$ cat config.mk
export PLATFORM = sky130hd
export DESIGN_NAME = bitclk_slicer
export DESIGN_NICKNAME = d
export VERILOG_FILES = /design/src/rtl/bcs_pkg.sv /design/src/rtl/bcs_history.sv /design/src/rtl/bcs_phase.sv /design/src/rtl/bcs_decide.sv /design/src/rtl/bitclk_slicer.sv
export SDC_FILE = /design/constraint.sdc
export NUM_CORES = 1
export LEC_CHECK = 0
export ABC_AREA = 0
export BUFFER_PORTS_ARGS = -buffer_cell sky130_fd_sc_hd__buf_2
export CAP_MARGIN = 10
export CORE_ASPECT_RATIO = 0.6
export CORE_MARGIN = 5
export CORE_UTILIZATION = 35
export CTS_CLUSTER_DIAMETER = 60
export DETAILED_ROUTE_END_ITERATION = 6
export GPL_TIMING_DRIVEN = 0
export PLACE_DENSITY = 0.5
export REMOVE_ABC_BUFFERS = 1
export SLEW_MARGIN = 5
export SYNTH_ARGS = -nofsm -noshare
export SYNTH_HDL_FRONTEND = slang
export SYNTH_SLANG_ARGS = --single-unit
$ cat constraint.sdc
create_clock -name clk -period 3.4 [get_ports clk]
set_input_delay 0.17 -clock clk [delete_from_list [all_inputs] [get_ports clk]]
set_output_delay 0.17 -clock clk [all_outputs]
set_load 0.02 [all_outputs]
$ cat src/rtl/bcs_pkg.sv
package bcs_pkg;
    localparam int SMP_PER_BIT = 8;
    localparam int HIST_W      = 8;

    typedef enum logic [1:0] {
        ADJ_NONE    = 2'd0,
        ADJ_ADVANCE = 2'd1,
        ADJ_RETARD  = 2'd2
    } adj_e;
endpackage

$ cat src/rtl/bcs_history.sv
module bcs_history
    import bcs_pkg::*;
(
    input  logic              clk,
    input  logic              rst_n,
    input  logic              smp_vld,
    input  logic              smp_bit,
    output logic [HIST_W-1:0] hist_q,
    output logic              edge_seen,
    output logic [2:0]        trio
);
    logic [HIST_W-1:0] hist_nx;

    always_comb begin
        hist_nx   = {hist_q[HIST_W-2:0], smp_bit};
        edge_seen = hist_nx[1] ^ hist_nx[0];
        trio      = hist_nx[2:0];
    end

    always_ff @(posedge clk or negedge rst_n) begin
        if (!rst_n)
            hist_q <= '0;
        else if (smp_vld)
            hist_q <= hist_nx;
    end
endmodule

$ cat src/rtl/bcs_phase.sv
module bcs_phase
    import bcs_pkg::*;
#(
    parameter int PH_W    = 8,
    parameter int PH_INC  = 8,
    parameter int PH_STEP = 4
) (
    input  logic                   clk,
    input  logic                   rst_n,
    input  logic                   smp_vld,
    input  logic                   edge_seen,
    output logic signed [PH_W-1:0] phase_q,
    output logic                   tick
);
    localparam int PH_MAX = SMP_PER_BIT * PH_INC;
    localparam int PH_THR = PH_MAX / 2;
    localparam logic signed [PH_W:0] C_INC  = (PH_W+1)'(PH_INC);
    localparam logic signed [PH_W:0] C_STEP = (PH_W+1)'(PH_STEP);
    localparam logic signed [PH_W:0] C_MAX  = (PH_W+1)'(PH_MAX);
    localparam logic signed [PH_W:0] C_THR  = (PH_W+1)'(PH_THR);

    adj_e                   adj;
    logic signed [PH_W:0]   cur;
    logic signed [PH_W:0]   nudged;
    logic signed [PH_W:0]   adv;
    logic signed [PH_W:0]   wrapped;
    logic signed [PH_W-1:0] phase_d;

    always_comb begin
        cur = {phase_q[PH_W-1], phase_q};
        if (!edge_seen)
            adj = ADJ_NONE;
        else if (cur < C_THR)
            adj = ADJ_ADVANCE;
        else
            adj = ADJ_RETARD;

        unique case (adj)
            ADJ_ADVANCE: nudged = cur + C_STEP;
            ADJ_RETARD:  nudged = cur - C_STEP;
            default:     nudged = cur;
        endcase

        adv     = nudged + C_INC;
        tick    = smp_vld && (adv >= C_MAX);
        wrapped = (adv >= C_MAX) ? (adv - C_MAX) : adv;
        phase_d = wrapped[PH_W-1:0];
    end

    always_ff @(posedge clk or negedge rst_n) begin
        if (!rst_n)
            phase_q <= '0;
        else if (smp_vld)
            phase_q <= phase_d;
    end
endmodule

$ cat src/rtl/bcs_decide.sv
module bcs_decide (
    input  logic       clk,
    input  logic       rst_n,
    input  logic       tick,
    input  logic [2:0] trio,
    output logic       bit_vld,
    output logic       bit_out
);
    logic level;
    logic prev_q;

    always_comb level = (trio[0] & trio[1]) | (trio[0] & trio[2]) | (trio[1] & trio[2]);

    always_ff @(posedge clk or negedge rst_n) begin
        if (!rst_n) begin
            prev_q  <= 1'b0;
            bit_vld <= 1'b0;
            bit_out <= 1'b0;
        end else begin
            bit_vld <= tick;
            if (tick) begin
                prev_q  <= level;
                bit_out <= (level == prev_q);
            end
        end
    end
endmodule

$ cat src/rtl/bitclk_slicer.sv
module bitclk_slicer
    import bcs_pkg::*;
#(
    parameter int PH_W    = 8,
    parameter int PH_INC  = 8,
    parameter int PH_STEP = PH_INC / 2
) (
    input  logic clk,
    input  logic rst_n,
    input  logic smp_vld,
    input  logic smp_bit,
    output logic bit_vld,
    output logic bit_out
);
    logic [HIST_W-1:0]      hist_q;
    logic                   edge_seen;
    logic [2:0]             trio;
    logic signed [PH_W-1:0] phase_q;
    logic                   tick;

    bcs_history u_hist (
        .clk(clk), .rst_n(rst_n), .smp_vld(smp_vld), .smp_bit(smp_bit),
        .hist_q(hist_q), .edge_seen(edge_seen), .trio(trio)
    );

    bcs_phase #(.PH_W(PH_W), .PH_INC(PH_INC), .PH_STEP(PH_STEP)) u_phase (
        .clk(clk), .rst_n(rst_n), .smp_vld(smp_vld), .edge_seen(edge_seen),
        .phase_q(phase_q), .tick(tick)
    );

    bcs_decide u_dec (
        .clk(clk), .rst_n(rst_n), .tick(tick), .trio(trio),
        .bit_vld(bit_vld), .bit_out(bit_out)
    );
endmodule

Yosys cells after proc, flatten, opt, wreduce, memory -nomap -nowiden
Index checks and enable logic that the tools add are counted.

word-level totals
  flip-flop bits (word level) = 13
  input bits = 4
  output and inout port bits = 2
  word-level logic and storage cells = 25

cells by class
  add/sub/neg operators = 4
  order comparisons = 2
  equality and inequality tests = 3
  multiplexer cells = 4
  bitwise logic cells = 6
  reduce and logical (&&, ||, !) cells = 1

operators with widths
  operator             number
  $pmux 9 s2           1
  $add 8x4->9 const B  1
  $add 9x5->9 const B  1
  $ge 9x8->1 const B   1
  $sub 8x4->9 const B  1
  $lt 8x7->1 const B   1
  $mux 8               1
  $sub 8x8->8 const B  1
  $mux 2               2
  $and 1x1->1          3
  $eq 2x1->1 const B   1
  $eq 2x2->1 const B   1
  $or 1x1->1           2
  $eq 1x1->1           1
  $logic_and 1x1->1    1
  $xor 1x1->1          1

Depth between registers and ports, before layout
  depth after elaboration = 8
  gate-level depth with buffers = 19
  mapped depth without buffers = 19

Modules after synthesis
From an unflattened synthesis, not the netlist that was laid out.

second synthesis, totals
  cell total of the unflattened synthesis = 132
  area, all modules = 1258.7 um^2

modules (own cells, without submodules)
  module       times used  cells an instance  area an instance (um^2)  sequential area each (um^2)
  bcs_phase    1           103                780.7                    150.1
  bcs_history  1           21                 362.8                    200.2
  bcs_decide   1           8                  115.1                    75.1

Least setup slack after synthesis
No wires, ideal clock.

  path type = register to register
  from = register u_hist.hist_q[0]
  to = register u_dec.bit_out
  setup time = 0.125 ns
  arrival time = 3.646 ns
  required time = 3.275 ns
  setup slack = -0.371 ns
  cell stages (with the launch flop) = 19
  buffers on the path = 0
  period minus slack after synthesis = 3.771 ns
  path through = dfrtp_1 ha_1 nand2b_4 nor2_1 xnor2_1 ha_1 nand2_1 a211o_2 a211oi_2 o221ai_2 nor3b_1 xnor2_1 ha_1 nand4b_1 nand2_1 nor4_1 o21ai_1 o2111ai_4 mux2_4

between the ends
  word-level cells in the longest chain between the ends = 7
  elaborated cells between the ends (all ways) = 13
  those cells by class = add/sub: 1; order compare: 1; eq/ne: 3; mux: 2; bitwise: 5; reduce/logical: 1

RTL lines
  element                                          RTL line           source
  start: declaration                               bcs_history.sv:8   output logic [HIST_W-1:0] hist_q,
  start signal: assignment                         bcs_history.sv:24  hist_q <= hist_nx;
  $xor 1x1->1                                      bcs_history.sv:16  edge_seen = hist_nx[1] ^ hist_nx[0];
  $mux 2                                           bcs_phase.sv:31    if (!edge_seen)
  $eq 2x2->1 / $eq 2x1->1 (equally long branches)  bcs_phase.sv:38    unique case (adj)
  $pmux 9 s2                                       bcs_phase.sv:38
  $add 9x5->9                                      bcs_phase.sv:44    adv = nudged + C_INC;
  $ge 9x8->1                                       bcs_phase.sv:45    tick = smp_vld && (adv >= C_MAX);
  $logic_and 1x1->1                                bcs_phase.sv:45
  end signal: assignment                           bcs_decide.sv:23   bit_out <= (level == prev_q);
  end: declaration                                 bcs_decide.sv:7    output logic bit_out

Parallel ways exist; a longest one is shown, timed or not.
A chain may end at the register's enable or synchronous reset.

Worst setup path after layout
  from = register u_hist.hist_q[0]
  to = register u_dec.prev_q

between the ends
  word-level cells in the longest chain between the ends = 7
  elaborated cells between the ends (all ways) = 12
  those cells by class = add/sub: 1; order compare: 1; eq/ne: 2; mux: 2; bitwise: 5; reduce/logical: 1

RTL lines
  element                                          RTL line           source
  $xor 1x1->1                                      bcs_history.sv:16
  $mux 2                                           bcs_phase.sv:31
  $eq 2x2->1 / $eq 2x1->1 (equally long branches)  bcs_phase.sv:38
  $pmux 9 s2                                       bcs_phase.sv:38
  $add 9x5->9                                      bcs_phase.sv:44
  $ge 9x8->1                                       bcs_phase.sv:45
  $logic_and 1x1->1                                bcs_phase.sv:45
  end signal: assignment                           bcs_decide.sv:22   prev_q <= level;
  end: declaration                                 bcs_decide.sv:10   logic prev_q;

Parallel ways exist; a longest one is shown, timed or not.

==> impl_results.md <==
* Status: finished with violations
* Failing checks: setup timing
* Slew at the pin with the worst max-slew slack at 0.484 ns
* Num rows at 14
* Cell area after synthesis at 980 µm²
* Pre-antenna DRT Iters at 4
* 1st-iter DRT viols at 57
* RSZ-0062 raised after global routing: yes
* Clk pin slew, worst setup/hold paths at 0.05 ns
* Vias in the first global route at 836
* CTS Root Cell: clkbuf_8
* Final Worst Setup Slack at -0.435 ns
* Number of setup violations in the final report at 5
* Vias at 890
* Core Region at 2590 µm²
* Share of cells above drive strength 1 at 50.4%
* Clock buffer depth at 2
* Lkg Pwr at 0.553 nW
* Area delta synth->final at 35.9%
* Via density at 5.67
* Crit path launch type: flip-flop
* Fill count at 234
* DR WL/cell at 17.4 µm
* Most frequent cells in the layout: buf_4 (17), dfrtp_1 (9), nand2_1 (7)
* # port buffers at 5
* Most used flip-flop cell after synthesis: dfrtp_1
* I/O pins at 6
* Element type at the critical path end: flip-flop
* Reg2Reg Depth at 18
* Starting Density at 37.8%
* Post-synth cell types at 46
* Commonest non-fill, non-tap cell in the layout: buf_4
* Post-synth EDFFs at 0
* Max Cap Violations at 0
* Post-Route WL at 2.73 mm
* Initial antenna violation count at 0
* Synth warn at 0
* CTS tree: built
* Diode count at 0
* Nets at 134
* Total GRT Usage at 14.6%
* Clk Latency, worst-skew pair at 0.25 ns
* H-Tree Level Count at 1
* DRC at 0
* Die Area at 3990 µm²
* WS Path Type: reg -> reg
* CTS Sinks at 11
* Post-route minimum period at 3.84 ns
* Critical-path maximum fanout at 4
* Worst hold path class: in -> reg
* Slew headroom at 67.7%
* Largest net degree at the start of global routing at 15
* DPL Wire Length at 1.65 mm
* Post-synth ARST share at 100%
* CP arrival at 3.96 ns
* Hold_ws at 0.232 ns
* Die Y at 51.0 µm
* TritonCTS buffer count at 3
* Final Hold Viols at 0
* WP data required at 3.52 ns
* Synth Instances at 103
* Hold Path Depth at 2
* Fmax achieved at 261 MHz
* Post-route clock period utilization at 113%
* Mean Syn Cell Area at 9.51 µm²
* Seq/Total Area, Yosys at 28.1%
* Post-route cell area at 1330 µm²
* Slew Viols, Final at 0
* PD cells at 1220 nW/µm²
* Die width at 78.3 µm
* GPL Wtd Cong at 0.810
* Grt ovf at 0
* DP Area at 995 µm²
* VDD IR-drop max at 0.398 mV
* Final Skew at 0.00847 ns
* Yosys reg bits at 11
* ANT nets after route at 0
* First-pass GRT wire length at 4.38 mm
-- routing by layer --
metal	routed length, µm	up-vias	share of wire [%]	GRT usage, %
met5	0	-	0	0
met4	41	0	1.5	3.78
met3	168	7	6.1	3.68
met2	1190	34	44	22.3
met1	1330	426	49	20.6
li1	-	423	-	-
-- logic make-up after synthesis --
| family | synth area share (%) |
|---|---|
| multiplexers | 9.83 |
| AO/OA/AOI/OAI | 21.2 |
| flip-flops | 28.1 |
| AND/OR/NAND/NOR | 20.3 |
| XOR/XNOR | 8.05 |
| adder cells (fa/ha/maj) | 5.11 |
| buffers and inverters | 7.41 |
-- worst paths after layout --
check / startpoint / endpoint / slack (ns)
max reg2reg: u_hist.hist_q[0] / u_dec.prev_q / -0.44
min: smp_bit / u_hist.hist_q[0] / 0.23
min reg2reg: u_dec.bit_out / u_dec.bit_out / 0.51
max in group asynchronous: rst_n / u_phase.phase_q[5] / 2.85
min in group asynchronous: rst_n / u_dec.bit_vld / 0.32
max: u_hist.hist_q[0] / u_dec.prev_q / -0.44
-- critical path, stage by stage (launching register included) --
cell       delay [ns]
dfrtp_1          0.40
ha_4             0.30
nand2b_4         0.06
nor2_4           0.11
xnor2_2          0.12
ha_2             0.21
nor2_1           0.07
a211o_4          0.36
a211oi_4         0.20
o221ai_4         0.15
nor3b_4          0.23
xnor2_2          0.14
ha_2             0.21
nand4b_1         0.16
nand2_1          0.13
nor4_2           0.05
o21ai_1          0.24
o2111ai_4        0.21
mux2_4           0.35
-- through the flow --
step / setup slack, ns / TNS [ns] / utilization, % / total power, mW / cells
after detailed placement: -1.06 / -4.62 / 38.4 / 1.05 / 134
after global placement: -1.06 / -4.66 / 38.4 / 1.04 / 134
final: -0.435 / -1.85 / 51.4 / 1.62 / 157
after CTS: -0.475 / -2.07 / 46.6 / 1.37 / 150
after floorplan: -0.514 / -1.89 / - / 0.878 / 97
after global routing: -0.628 / -2.87 / 51.4 / 1.74 / 157
-- synthesized netlist by cell type (2+ instances only) --
cell | number | area (µm²)
nor3_1 | 2 | 10.0
mux2_4 | 2 | 30.0
inv_1 | 6 | 22.5
xnor2_1 | 8 | 70.1
o2111ai_1 | 2 | 17.5
mux2_2 | 5 | 56.3
a21oi_2 | 2 | 17.5
buf_6 | 3 | 33.8
nand2_1 | 9 | 33.8
nand3_1 | 4 | 20.0
a211o_2 | 2 | 20.0
o21ai_0 | 4 | 20.0
nor2_1 | 8 | 30.0
dfrtp_1 | 11 | 275
ha_1 | 4 | 50.1
-- report_power, final --
part | internal, mW | switching, mW | leakage (nW)
Clock | 0.0826 | 0.0530 | 0.0228
Sequential | 0.191 | 0.135 | 0.129
Combinational | 0.593 | 0.565 | 0.402
Total | 0.867 | 0.754 | 0.553
-- registers in the layout (all words and copies together) (netlist names) --
signal and count:
u_dec.bit_out 1, u_phase.phase_q 6, u_hist.hist_q 2, u_dec.bit_vld 1, u_dec.prev_q 1
-- what timing repair did --
action | 4_1_cts | 5_1_grt
setup buffers | 11 | 7
hold buffers | 1 | 0
hold endpoints to repair | 11 | 0
endpoints found under the setup margin | 5 | 5
pin swaps | 7 | 8
gates resized for setup | 15 | 14
-- layout make-up --
| type | instances | area [µm²] | share of cell area, % |
|---|---|---|---|
| repair buffers | 24 | 174 | 13.1 |
| well taps | 32 | 40.0 | 3.01 |
| flip-flops and latches | 11 | 278 | 20.9 |
| inverters | 6 | 22.5 | 1.69 |
| clock buffers | 4 | 45.0 | 3.38 |
| multi-input cells | 80 | 772 | 58.0 |
(Power assumes the default switching activity.)
